==> src/rtl/dmac_rb_pkg.sv <==
package dmac_rb_pkg;
  localparam int unsigned WIN_SHIFT = 7;

  typedef enum logic [3:0] {
    RS_NONE, RS_CTRL, RS_CMD, RS_STAT, RS_CHAIN_LO, RS_CHAIN_HI,
    RS_CMPL_LO, RS_CMPL_HI, RS_ERR
  } reg_sel_e;

  localparam logic [6:0] OFS_CTRL     = 7'h00;
  localparam logic [6:0] OFS_CMD      = 7'h04;
  localparam logic [6:0] OFS_STAT     = 7'h08;
  localparam logic [6:0] OFS_CHAIN_LO = 7'h10;
  localparam logic [6:0] OFS_CHAIN_HI = 7'h14;
  localparam logic [6:0] OFS_CMPL_LO  = 7'h18;
  localparam logic [6:0] OFS_CMPL_HI  = 7'h1C;
  localparam logic [6:0] OFS_ERR      = 7'h20;

  localparam int CMD_START   = 0;
  localparam int CMD_APPEND  = 1;
  localparam int CMD_SUSPEND = 2;
  localparam int CMD_ABORT   = 3;
  localparam int CMD_RESUME  = 4;
  localparam int CMD_RESET   = 5;

  localparam int          CTRL_IDIS = 0;
  localparam logic [15:0] CTRL_RST  = 16'h0001;

  localparam logic [2:0] XS_STARTED = 3'd0;
  localparam logic [2:0] XS_HALTED  = 3'd3;
endpackage

==> src/rtl/dmac_rb_decode.sv <==
module dmac_rb_decode
  import dmac_rb_pkg::*;
#(
  parameter int NUM_CH = 4,
  parameter int ADDR_W = 12,
  parameter int CH_W   = 2
) (
  input  logic              valid,
  input  logic              write,
  input  logic [ADDR_W-1:0] addr,
  input  logic [3:0]        bytes,
  input  logic [2:0]        cmd_unsup,
  output logic              hit,
  output logic              err,
  output logic [CH_W-1:0]   chan,
  output reg_sel_e          sel,
  output logic              wide
);
  localparam int WIN_W = ADDR_W - WIN_SHIFT;
  localparam logic [WIN_W-1:0] LAST_WIN = WIN_W'(NUM_CH);

  logic [WIN_W-1:0]     win;
  logic [WIN_SHIFT-1:0] ofs;
  logic                 size_legal, size_ok, win_ok, cmd_bad;

  assign win  = addr[ADDR_W-1:WIN_SHIFT];
  assign ofs  = addr[WIN_SHIFT-1:0];
  assign chan = CH_W'(win - 1'b1);
  assign wide = (bytes == 4'd8);

  // general size legality
  assign size_legal = (bytes == 4'd1) || (bytes == 4'd2) ||
                      (bytes == 4'd4) || (bytes == 4'd8);
  // window 0 unmapped, windows beyond the channel count out of range
  assign win_ok = (win != '0) && (win <= LAST_WIN);

  // register select and per-register size rule
  always_comb begin
    sel     = RS_NONE;
    size_ok = 1'b0;
    case (ofs)
      OFS_CTRL:     begin sel = RS_CTRL;     size_ok = (bytes == 4'd2); end
      OFS_CMD:      begin sel = RS_CMD;      size_ok = (bytes == 4'd1); end
      OFS_STAT:     begin sel = RS_STAT;     size_ok = (bytes == 4'd8); end
      OFS_CHAIN_LO: begin sel = RS_CHAIN_LO; size_ok = (bytes == 4'd4) || wide; end
      OFS_CHAIN_HI: begin sel = RS_CHAIN_HI; size_ok = (bytes == 4'd4); end
      OFS_CMPL_LO:  begin sel = RS_CMPL_LO;  size_ok = (bytes == 4'd4) || wide; end
      OFS_CMPL_HI:  begin sel = RS_CMPL_HI;  size_ok = (bytes == 4'd4); end
      OFS_ERR:      begin sel = RS_ERR;      size_ok = (bytes == 4'd4); end
      default:      begin sel = RS_NONE;     size_ok = 1'b0; end
    endcase
  end

  // suspend, abort and resume are rejected
  assign cmd_bad = write && (sel == RS_CMD) && (|cmd_unsup);

  assign err = valid && !(size_legal && win_ok && (sel != RS_NONE) && size_ok && !cmd_bad);
  assign hit = valid && !err;
endmodule

==> src/rtl/dmac_rb_chan.sv <==
module dmac_rb_chan
  import dmac_rb_pkg::*;
(
  input  logic        clk,
  input  logic        rst_n,
  input  logic        wr_en,
  input  reg_sel_e    sel,
  input  logic        wide,
  input  logic [63:0] wdata,
  input  logic        go_start,
  input  logic        go_reset,
  input  logic        st_upd_en,
  input  logic [63:0] st_upd_data,
  input  logic        err_set_en,
  input  logic [31:0] err_set_bits,
  output logic [15:0] ctrl_o,
  output logic [7:0]  cmd_o,
  output logic [63:0] stat_o,
  output logic [63:0] chain_o,
  output logic [63:0] cmpl_o,
  output logic [31:0] err_o
);
  logic [15:0] ctrl_q, ctrl_d;
  logic [7:0]  cmd_q, cmd_d;
  logic [63:0] stat_q, stat_d, chain_q, chain_d, cmpl_q, cmpl_d;
  logic [31:0] err_q, err_d;
  logic        ctrl_en, cmd_en, stat_en, chain_en, cmpl_en, err_en;

  // clock enables
  assign ctrl_en  = wr_en && (sel == RS_CTRL);
  assign cmd_en   = wr_en && (sel == RS_CMD);
  assign chain_en = wr_en && ((sel == RS_CHAIN_LO) || (sel == RS_CHAIN_HI));
  assign cmpl_en  = wr_en && ((sel == RS_CMPL_LO) || (sel == RS_CMPL_HI));
  assign err_en   = (wr_en && (sel == RS_ERR)) || err_set_en;
  assign stat_en  = st_upd_en || go_start || go_reset;

  // next-state
  always_comb begin
    ctrl_d = wdata[15:0];
    ctrl_d[CTRL_IDIS] = wdata[CTRL_IDIS] ? 1'b0 : ctrl_q[CTRL_IDIS];

    cmd_d = wdata[7:0];

    chain_d = chain_q;
    if (sel == RS_CHAIN_HI)  chain_d = {wdata[31:0], chain_q[31:0]};
    else if (wide)           chain_d = wdata;
    else                     chain_d = {chain_q[63:32], wdata[31:0]};

    cmpl_d = cmpl_q;
    if (sel == RS_CMPL_HI)   cmpl_d = {wdata[31:0], cmpl_q[31:0]};
    else if (wide)           cmpl_d = wdata;
    else                     cmpl_d = {cmpl_q[63:32], wdata[31:0]};

    err_d = err_q;
    if (wr_en && (sel == RS_ERR)) err_d = err_q & ~wdata[31:0];
    if (err_set_en)               err_d = err_d | err_set_bits;

    stat_d = stat_q;
    if (st_upd_en) stat_d = st_upd_data;
    if (go_start)      stat_d[2:0] = XS_STARTED;
    else if (go_reset) stat_d[2:0] = XS_HALTED;
  end

  // registers
  always_ff @(posedge clk or negedge rst_n) begin
    if (!rst_n) begin
      ctrl_q  <= CTRL_RST;
      cmd_q   <= '0;
      stat_q  <= '0;
      chain_q <= '0;
      cmpl_q  <= '0;
      err_q   <= '0;
    end else begin
      if (ctrl_en)  ctrl_q  <= ctrl_d;
      if (cmd_en)   cmd_q   <= cmd_d;
      if (stat_en)  stat_q  <= stat_d;
      if (chain_en) chain_q <= chain_d;
      if (cmpl_en)  cmpl_q  <= cmpl_d;
      if (err_en)   err_q   <= err_d;
    end
  end

  assign ctrl_o  = ctrl_q;
  assign cmd_o   = cmd_q;
  assign stat_o  = stat_q;
  assign chain_o = chain_q;
  assign cmpl_o  = cmpl_q;
  assign err_o   = err_q;

  assert_stat_hold_R5: assert property (@(posedge clk) disable iff (!rst_n)
    (!st_upd_en && !go_start && !go_reset) |=> $stable(stat_q));

  assert_err_w1c_R6: assert property (@(posedge clk) disable iff (!rst_n)
    (wr_en && (sel == RS_ERR) && !err_set_en) |=> ((err_q & $past(wdata[31:0])) == 32'd0));

  assert_err_set_R6: assert property (@(posedge clk) disable iff (!rst_n)
    err_set_en |=> ((err_q & $past(err_set_bits)) == $past(err_set_bits)));

  assert_idis_keep_R7: assert property (@(posedge clk) disable iff (!rst_n)
    (wr_en && (sel == RS_CTRL) && !wdata[CTRL_IDIS]) |=> (ctrl_q[CTRL_IDIS] == $past(ctrl_q[CTRL_IDIS])));

  assert_hi_keeps_lo_R4: assert property (@(posedge clk) disable iff (!rst_n)
    (wr_en && (sel == RS_CHAIN_HI)) |=> (chain_q[31:0] == $past(chain_q[31:0])));

  assert_start_field_R8: assert property (@(posedge clk) disable iff (!rst_n)
    go_start |=> (stat_q[2:0] == XS_STARTED));
endmodule

==> src/rtl/dmac_regbank.sv <==
module dmac_regbank
  import dmac_rb_pkg::*;
#(
  parameter int NUM_CH = 4,
  parameter int ADDR_W = 12,
  localparam int CH_W  = (NUM_CH > 1) ? $clog2(NUM_CH) : 1
) (
  input  logic              clk,
  input  logic              rst_n,
  input  logic              host_valid,
  input  logic              host_write,
  input  logic [ADDR_W-1:0] host_addr,
  input  logic [3:0]        host_bytes,
  input  logic [63:0]       host_wdata,
  output logic              rsp_valid,
  output logic              rsp_err,
  output logic [63:0]       rsp_rdata,
  output logic              cmd_start,
  output logic              cmd_append,
  output logic              cmd_reset,
  output logic [CH_W-1:0]   cmd_chan,
  input  logic              seq_stat_valid,
  input  logic [CH_W-1:0]   seq_stat_chan,
  input  logic [63:0]       seq_stat_data,
  input  logic              seq_err_valid,
  input  logic [CH_W-1:0]   seq_err_chan,
  input  logic [31:0]       seq_err_bits
);
  localparam int WIN_W = ADDR_W - WIN_SHIFT;
  localparam logic [WIN_W-1:0] LAST_WIN = WIN_W'(NUM_CH);

  // reset: asserted asynchronously, released on the clock
  logic rst_s1, rst_q;
  always_ff @(posedge clk or negedge rst_n) begin
    if (!rst_n) begin
      rst_s1 <= 1'b0;
      rst_q  <= 1'b0;
    end else begin
      rst_s1 <= 1'b1;
      rst_q  <= rst_s1;
    end
  end

  logic            dec_hit, dec_err, dec_wide;
  logic [CH_W-1:0] dec_chan;
  reg_sel_e        dec_sel;

  dmac_rb_decode #(.NUM_CH(NUM_CH), .ADDR_W(ADDR_W), .CH_W(CH_W)) u_dec (
    .valid     (host_valid),
    .write     (host_write),
    .addr      (host_addr),
    .bytes     (host_bytes),
    .cmd_unsup ({host_wdata[CMD_RESUME], host_wdata[CMD_ABORT], host_wdata[CMD_SUSPEND]}),
    .hit       (dec_hit),
    .err       (dec_err),
    .chan      (dec_chan),
    .sel       (dec_sel),
    .wide      (dec_wide)
  );

  logic wr_hit, cmd_wr, start_d, append_d, reset_d;
  assign wr_hit   = dec_hit && host_write;
  assign cmd_wr   = wr_hit && (dec_sel == RS_CMD);
  // priority start > append > reset
  assign start_d  = cmd_wr && host_wdata[CMD_START];
  assign append_d = cmd_wr && !host_wdata[CMD_START] && host_wdata[CMD_APPEND];
  assign reset_d  = cmd_wr && !host_wdata[CMD_START] && !host_wdata[CMD_APPEND] &&
                    host_wdata[CMD_RESET];

  logic [15:0] ctrl_a  [NUM_CH];
  logic [7:0]  cmd_a   [NUM_CH];
  logic [63:0] stat_a  [NUM_CH];
  logic [63:0] chain_a [NUM_CH];
  logic [63:0] cmpl_a  [NUM_CH];
  logic [31:0] err_a   [NUM_CH];

  for (genvar c = 0; c < NUM_CH; c++) begin : g_ch
    logic me;
    assign me = (dec_chan == CH_W'(c));
    dmac_rb_chan u_ch (
      .clk          (clk),
      .rst_n        (rst_q),
      .wr_en        (wr_hit && me),
      .sel          (dec_sel),
      .wide         (dec_wide),
      .wdata        (host_wdata),
      .go_start     (start_d && me),
      .go_reset     (reset_d && me),
      .st_upd_en    (seq_stat_valid && (seq_stat_chan == CH_W'(c))),
      .st_upd_data  (seq_stat_data),
      .err_set_en   (seq_err_valid && (seq_err_chan == CH_W'(c))),
      .err_set_bits (seq_err_bits),
      .ctrl_o       (ctrl_a[c]),
      .cmd_o        (cmd_a[c]),
      .stat_o       (stat_a[c]),
      .chain_o      (chain_a[c]),
      .cmpl_o       (cmpl_a[c]),
      .err_o        (err_a[c])
    );
  end

  // read mux
  logic [63:0] rd_d;
  always_comb begin
    rd_d = '0;
    if (dec_hit && !host_write) begin
      case (dec_sel)
        RS_CTRL:     rd_d = {48'd0, ctrl_a[dec_chan]};
        RS_CMD:      rd_d = {56'd0, cmd_a[dec_chan]};
        RS_STAT:     rd_d = stat_a[dec_chan];
        RS_CHAIN_LO: rd_d = dec_wide ? chain_a[dec_chan] : {32'd0, chain_a[dec_chan][31:0]};
        RS_CHAIN_HI: rd_d = {32'd0, chain_a[dec_chan][63:32]};
        RS_CMPL_LO:  rd_d = dec_wide ? cmpl_a[dec_chan] : {32'd0, cmpl_a[dec_chan][31:0]};
        RS_CMPL_HI:  rd_d = {32'd0, cmpl_a[dec_chan][63:32]};
        RS_ERR:      rd_d = {32'd0, err_a[dec_chan]};
        default:     rd_d = '0;
      endcase
    end
  end

  // response and strobe registers
  logic strobe_any;
  assign strobe_any = start_d || append_d || reset_d;

  always_ff @(posedge clk or negedge rst_q) begin
    if (!rst_q) begin
      rsp_valid  <= 1'b0;
      rsp_err    <= 1'b0;
      rsp_rdata  <= '0;
      cmd_start  <= 1'b0;
      cmd_append <= 1'b0;
      cmd_reset  <= 1'b0;
      cmd_chan   <= '0;
    end else begin
      rsp_valid  <= host_valid;
      rsp_err    <= dec_err;
      rsp_rdata  <= rd_d;
      cmd_start  <= start_d;
      cmd_append <= append_d;
      cmd_reset  <= reset_d;
      if (strobe_any) cmd_chan <= dec_chan;
    end
  end

  assert_err_zero_R3: assert property (@(posedge clk) disable iff (!rst_q)
    rsp_err |-> (rsp_rdata == 64'd0));

  assert_err_has_rsp_R10: assert property (@(posedge clk) disable iff (!rst_q)
    rsp_err |-> rsp_valid);

  assert_one_strobe_R8: assert property (@(posedge clk) disable iff (!rst_q)
    $onehot0({cmd_start, cmd_append, cmd_reset}));

  assert_strobe_from_write_R8: assert property (@(posedge clk) disable iff (!rst_q)
    host_valid && !host_write |=> !(cmd_start || cmd_append || cmd_reset));

  assert_range_err_R2: assert property (@(posedge clk) disable iff (!rst_q)
    (host_valid && (host_addr[ADDR_W-1:WIN_SHIFT] > LAST_WIN)) |=> rsp_err);

  assert_low_unmapped_R1: assert property (@(posedge clk) disable iff (!rst_q)
    (host_valid && (host_addr[ADDR_W-1:WIN_SHIFT] == '0)) |=> rsp_err);
endmodule

==> config.mk <==
export PLATFORM = sky130hd
export DESIGN_NAME = dmac_regbank
export DESIGN_NICKNAME = d
export VERILOG_FILES = /design/src/rtl/dmac_rb_pkg.sv /design/src/rtl/dmac_rb_decode.sv /design/src/rtl/dmac_rb_chan.sv /design/src/rtl/dmac_regbank.sv
export SDC_FILE = /design/constraint.sdc
export NUM_CORES = 2
export LEC_CHECK = 0
export ABC_AREA = 1
export BUFFER_PORTS_ARGS = -buffer_cell sky130_fd_sc_hd__buf_2
export CAP_MARGIN = 20
export CORE_MARGIN = 2
export CORE_UTILIZATION = 35
export DETAILED_ROUTE_END_ITERATION = 16
export HOLD_SLACK_MARGIN = 0.05
export PLACE_DENSITY = 0.52
export RECOVER_POWER = 50
export SLEW_MARGIN = 25
export SYNTH_ARGS = -nofsm -noshare
export SYNTH_HDL_FRONTEND = slang
export SYNTH_SLANG_ARGS = --single-unit
==> constraint.sdc <==
create_clock -name clk -period 46.6 [get_ports clk]
set_input_delay 9.32 -clock clk [delete_from_list [all_inputs] [get_ports clk]]
set_output_delay 9.32 -clock clk [all_outputs]
set_load 0.03 [all_outputs]
# Word level (Yosys, flattened, before mapping)
# Index checks and enable logic that the tools add are counted.
dict set report totals {
  latch_bits 0
  output_inout_bits 71
  inputBits 186
  romBits 0
  memories 0
  ram_bits 0
  reg_bits 1065
  word_cells 271
}
dict set report classes {
  multipliers 0
  shifts 0
  n_eq_ne 28
  bitwise 12
  n_reduce_logical 126
  n_addsub 1
  n_mux 53
  n_lt_le_gt_ge 2
  div_mod_pow 0
}
# op count
set ops {}
lappend ops {{two-way mux 64 bit} 18}
lappend ops {{case mux 64 bit (8 select lines)} 1}
lappend ops {{binary-select mux 64 bit (select 2 bit)} 3}
lappend ops {{two-way mux 32 bit} 10}
lappend ops {{bitwise AND 32 bit} 4}
lappend ops {{bitwise OR 32 bit} 4}
lappend ops {{binary-select mux 32 bit (select 2 bit)} 1}
lappend ops {{logical AND 1 bit} 57}
lappend ops {{AND reduction 2 bit} 28}
lappend ops {{two-way mux 3 bit} 12}
lappend ops {{binary-select mux 16 bit (select 2 bit)} 1}
lappend ops {{two-way mux 16 bit} 2}
lappend ops {{inverter 32 bit} 1}
lappend ops {{case mux 4 bit (8 select lines)} 1}
lappend ops {{== test 7 x 5 -> 1 bit, second input constant} 4}
lappend ops {{== test 4 x 3 -> 1 bit, second input constant} 5}
lappend ops {{logical OR 1 bit} 20}
lappend ops {{binary-select mux 8 bit (select 2 bit)} 1}
lappend ops {{two-way mux 8 bit} 2}
lappend ops {{== test 2 bit, second input constant} 6}
lappend ops {{== test 4 x 2 -> 1 bit, second input constant} 3}
lappend ops {{nonzero test 3 bit} 4}
lappend ops {{== test 4 x 1 -> 1 bit, second input constant} 2}
lappend ops {{== test 4 bit, second input constant} 2}
lappend ops {{other kinds (18)} 30}

# Depth between registers and ports, before layout
dict set report depth {
  word_depth 20
  ltp_mapped 19
  depth_no_buf 15
}

# Hierarchy
# Synthesis repeated with hierarchy kept, for this count alone.
dict set report unflattened {
  hier_cells 7881
  hier_area_um2 54031.8
}
# module seq_area_each_um2 instances cells_each area_each_um2
set modules_own_cells {}
lappend modules_own_cells {dmac_rb_chan 6207.2 4 1225 10182.3}
lappend modules_own_cells {dmac_regbank 1826.8 1 2885 12857.3}
lappend modules_own_cells {dmac_rb_decode 0.0 1 96 445.4}

# Least setup slack after synthesis
# OpenSTA, ideal clock, no wires.
dict set report synth_path {
  path_type {input to register}
  start {in host_addr[7]}
  end {reg g_ch[1].u_ch.chain_q[53]}
  n_path_buf 7
  slack_ns 34.112
  setup_ns 0.123
  stages 18
  arrival_time_ns 12.365
  required_ns 46.477
  path_cell_list {buf_2 -> inv_1 -> buf_2 -> clkbuf_1 -> clkbuf_1 -> clkbuf_1 -> ha_1 -> inv_1 -> a211oi_2 -> nand4_4 -> nor2_8 -> inv_6 -> nor2_8 -> nand2_2 -> buf_4 -> clkbuf_1 -> o21ai_0 -> nand2_1}
}
dict set report synth_between {
  elab_cells_between_ends 17
  cone_classes {1 x add/sub; 1 x order compare; 1 x eq/ne; 14 x reduce/logical}
}
# element line
set synth_rtl {}
lappend synth_rtl {{start: declaration} dmac_regbank.sv:12} ;# input logic [ADDR_W-1:0] host_addr,
lappend synth_rtl {{subtractor 2 x 1 -> 2 bit} dmac_rb_decode.sv:28} ;# assign chan = CH_W'(win - 1'b1);
lappend synth_rtl {{named net dec_chan[0]} dmac_regbank.sv:45} ;# logic [CH_W-1:0] dec_chan;
lappend synth_rtl {{== test 2 x 1 -> 1 bit} dmac_regbank.sv:79} ;# assign me = (dec_chan == CH_W'(c));
lappend synth_rtl {{logical AND 1 bit} dmac_regbank.sv:83} ;# .wr_en (wr_hit && me),
lappend synth_rtl {{logical AND 1 bit} dmac_rb_chan.sv:32} ;# assign chain_en = wr_en && ((sel == RS_CHAIN_LO) || (sel == RS_CHAIN_HI));
lappend synth_rtl {{AND reduction 2 bit (no source line)} n/a}
lappend synth_rtl {{end signal: assignment} dmac_rb_chan.sv:77} ;# if (chain_en) chain_q <= chain_d;
lappend synth_rtl {{end: declaration} dmac_rb_chan.sv:25} ;# logic [63:0] stat_q, stat_d, chain_q, chain_d, cmpl_q, cmpl_d;
# The timed path passes the listed nets, and every way through them passes these cells.
# A chain may end at the register's enable or synchronous reset.

==> impl_metrics.toml <==
[pwr]
power_density_nw_per_um2 = 39.2
peakVddDrop_mv = 0.0294
leakage_nw = 25.4

[routing]
antenna_left = 0
routed_via_density = 5.55
wl_per_cell_um = 24.0
routed_wl_mm = 184
first_pass_iters = 6
num_vias = 42700
drt_iter0_markers = 4682
drc = 0

[synth]
ys.flop_type = "dfrtp_1"
syn_avg_cell_area_um2 = 8.31
ys_warn_count = 0
synth_edf_count = 0
seq_area_frac_synth_pct = 55.2
yosysUniqueCellTypes = 48
syn_inst = 5806
async_flop_share_pct = 100
netlist_area_um2 = 48300
syn_nets = 5996
yosys_register_bits = 1065

[cts]
clk_latency_ns = 0.74
numCtsBuffers = 119
cts_max_level = 3
cts_setup_buffers = 0
postCtsHoldBufs = 0
cts_root_buf = "clkbuf_16"
path_clk_slew_ns = 0.06
cts_resized = 0
cts_tree = "done"
cts.path.max_buffers = 3
cts.sinks = 1065

[worst_hold_path]
min_from = "rst_s1"
hp-class = "register to register"
whs_path_depth = 0
holdPathEnd = "rst_q"

[finish]
layout.nets = 5989
drive_gt1_share_pct = 9.76
final_cell_mix = "o21ai_0 (1549), nand2_1 (1446), dfrtp_1 (1061)"
stdcell_count = 7690
mostFrequentLayoutCell = "o21ai_0"
finish.utilization_pct = 39.8
area_delta_synth_final_pct = 13.2

[status]
violations = "capacitance limit, slew limit"
status = "finished, violations left"

[setup_path]
cp-start-kind = "register"
worst_path_largest_cell_delay_ns = 6.12
r2r_end = "g_ch[1].u_ch.stat_o[9]"
r2r_slack_ns = 30.85
slowest_stage = "clkbuf_1"
cp_data_arrival_time_ns = 14.56
endpoint_kind = "async pin"
worstSetupPathType = "register to async pin"
path_common_cell = "clkbuf_1"
required_ns = 45.41
crit_chain = "clkbuf_1 -> clkbuf_1"
timing.rr.start = "rst_q"
rr_worst_depth = 2
crit_path_max_fanout = 149

[sta]
holdWs_ns = 0.347
rsz0062_at_grt = "no"
fin_crit_sh_pct = 33.8
max_freq_mhz = 63.5
clock_skew_ns = 0.0381
setup_ws_ns = 30.85
setup_viol = 0
tightest_slew_ns = 8.15
fin_setup_tns_ns = 0
slew-limit-headroom_pct = -444
slew_viol_final = 1150
finalHoldViolations = 0
finalCriticalPeriod_ns = 15.75

[floorplan]
die_w_um = 375
chipHeight_um = 375
coreArea_um2 = 137000
start_util_pct = 35.2
dieArea_um2 = 141000
ioPinCount = 257
rows = 136

[global_route]
grt_pass1_vias = 40000
antenna_found_initial = 11
grt_pass1_wl_mm = 276
grt_use_total_pct = 25.9
grt_max_degree = 180
gr-total-overflow = 0

[placement]
place_hpwl_mm = 114
dp_slack_ns = 32.39
placedCellCount = 7470
gp_congestion = 0.832
portBuffers = 256

[run]
cap_viol_max_count = 15
## how the worst max path moves through the flow
stage,to,slack (ns),cells after the start,start
2_1_floorplan,cmd_append,14.72,0,rst_q
3_3_place_gp,rsp_rdata[31],32.45,11,host_addr[7]
3_5_place_dp,rsp_rdata[31],32.39,11,host_addr[7]
4_1_cts,rsp_rdata[55],33.23,12,host_addr[7]
5_1_grt,g_ch[0].u_ch.stat_o[11],28.04,2,rst_q
6_report,g_ch[1].u_ch.stat_o[9],30.85,2,rst_q
## cell type report
type / instances / area [µm²]
timing repair buffer: 341 / 1910
clock inverter: 35 / 417
sequential: 1065 / 26700
inverter: 222 / 858
fill: 14100 / 82500
multi-input combinational: 4050 / 19000
tap: 1794 / 2240
antenna: 3 / 7.51
clock buffer: 180 / 3520
## cells by family after synthesis
kind of cell,Yosys count,share of synthesized area [%]
buffers and inverters,691,5.58
AOI/OAI and AO/OA,2028,22.5
adders and majority gates,4,0.104
and+or+nand+nor,2017,16.6
DFF,1065,55.2
other,1,0.00777
## critical path: cells and delay by family (launching register included)
kind,cells,cell delay (ns)
flip-flops,1,1.75
buffers and inverters,2,11.59
## metrics by stage
stage	instance area [µm²]	power [mW]
final	54600	2.14
after detailed placement	50800	1.20
after CTS	54700	2.16
after global routing	54600	2.23
after floorplan	48300	1.13
after global placement	50800	1.20
## metal layers
| metal | GRT usage (%) | part of all wire, % |
|---|---|---|
| met1 | 38.9 | 47 |
| met2 | 38.2 | 43 |
| met3 | 4.27 | 7.7 |
| met4 | 7.18 | 2.6 |
| met5 | 0 | 0.0071 |
## synth_stat cells, types with 2 or more instances
cell | n | area (µm²)
a2111oi_0 | 2 | 17.5
a21oi_1 | 119 | 596
a221o_1 | 15 | 150
a221oi_1 | 25 | 219
a22o_1 | 27 | 236
a31oi_1 | 17 | 106
a32oi_1 | 21 | 184
a41oi_1 | 11 | 96.3
and3_1 | 4 | 25.0
buf_1 | 20 | 75.1
buf_2 | 38 | 190
buf_4 | 10 | 75.1
clkbuf_1 | 399 | 1500
clkinv_1 | 2 | 7.51
dfrtp_1 | 1061 | 26600
dfstp_2 | 4 | 105
ha_1 | 4 | 50.1
inv_1 | 214 | 803
inv_2 | 5 | 18.8
nand2_1 | 1452 | 5450
nand2_2 | 8 | 50.1
nand3_1 | 79 | 395
nand3_2 | 8 | 80.1
nand3_4 | 2 | 35.0
nand4_1 | 13 | 81.3
nor2_1 | 420 | 1580
nor2_2 | 6 | 37.5
nor2_4 | 3 | 33.8
nor2_8 | 6 | 120
nor3_1 | 7 | 35.0
nor3_2 | 2 | 20.0
nor4_2 | 2 | 25.0
o21ai_0 | 1549 | 7750
o21ai_1 | 35 | 175
o22ai_1 | 203 | 1270
## registers in the layout, indices dropped and copies added, names as in the netlist
signal,flops
g_ch.u_ch.chain_o,256
g_ch.u_ch.cmpl_o,256
g_ch.u_ch.stat_o,256
g_ch.u_ch.err_o,128
g_ch.u_ch.ctrl_o,64
rsp_rdata,64
g_ch.u_ch.cmd_o,32
cmd_chan,2
cmd_append,1
cmd_reset,1
cmd_start,1
rsp_err,1
rsp_valid,1
rst_q,1
rst_s1,1
## where the power goes
part / switching [mW] / internal (mW)
clock network: 0.397 / 0.556
registers: 0.0220 / 0.967
logic: 0.145 / 0.0536
total: 0.564 / 1.58
Power figures use the tool's default switching activity.
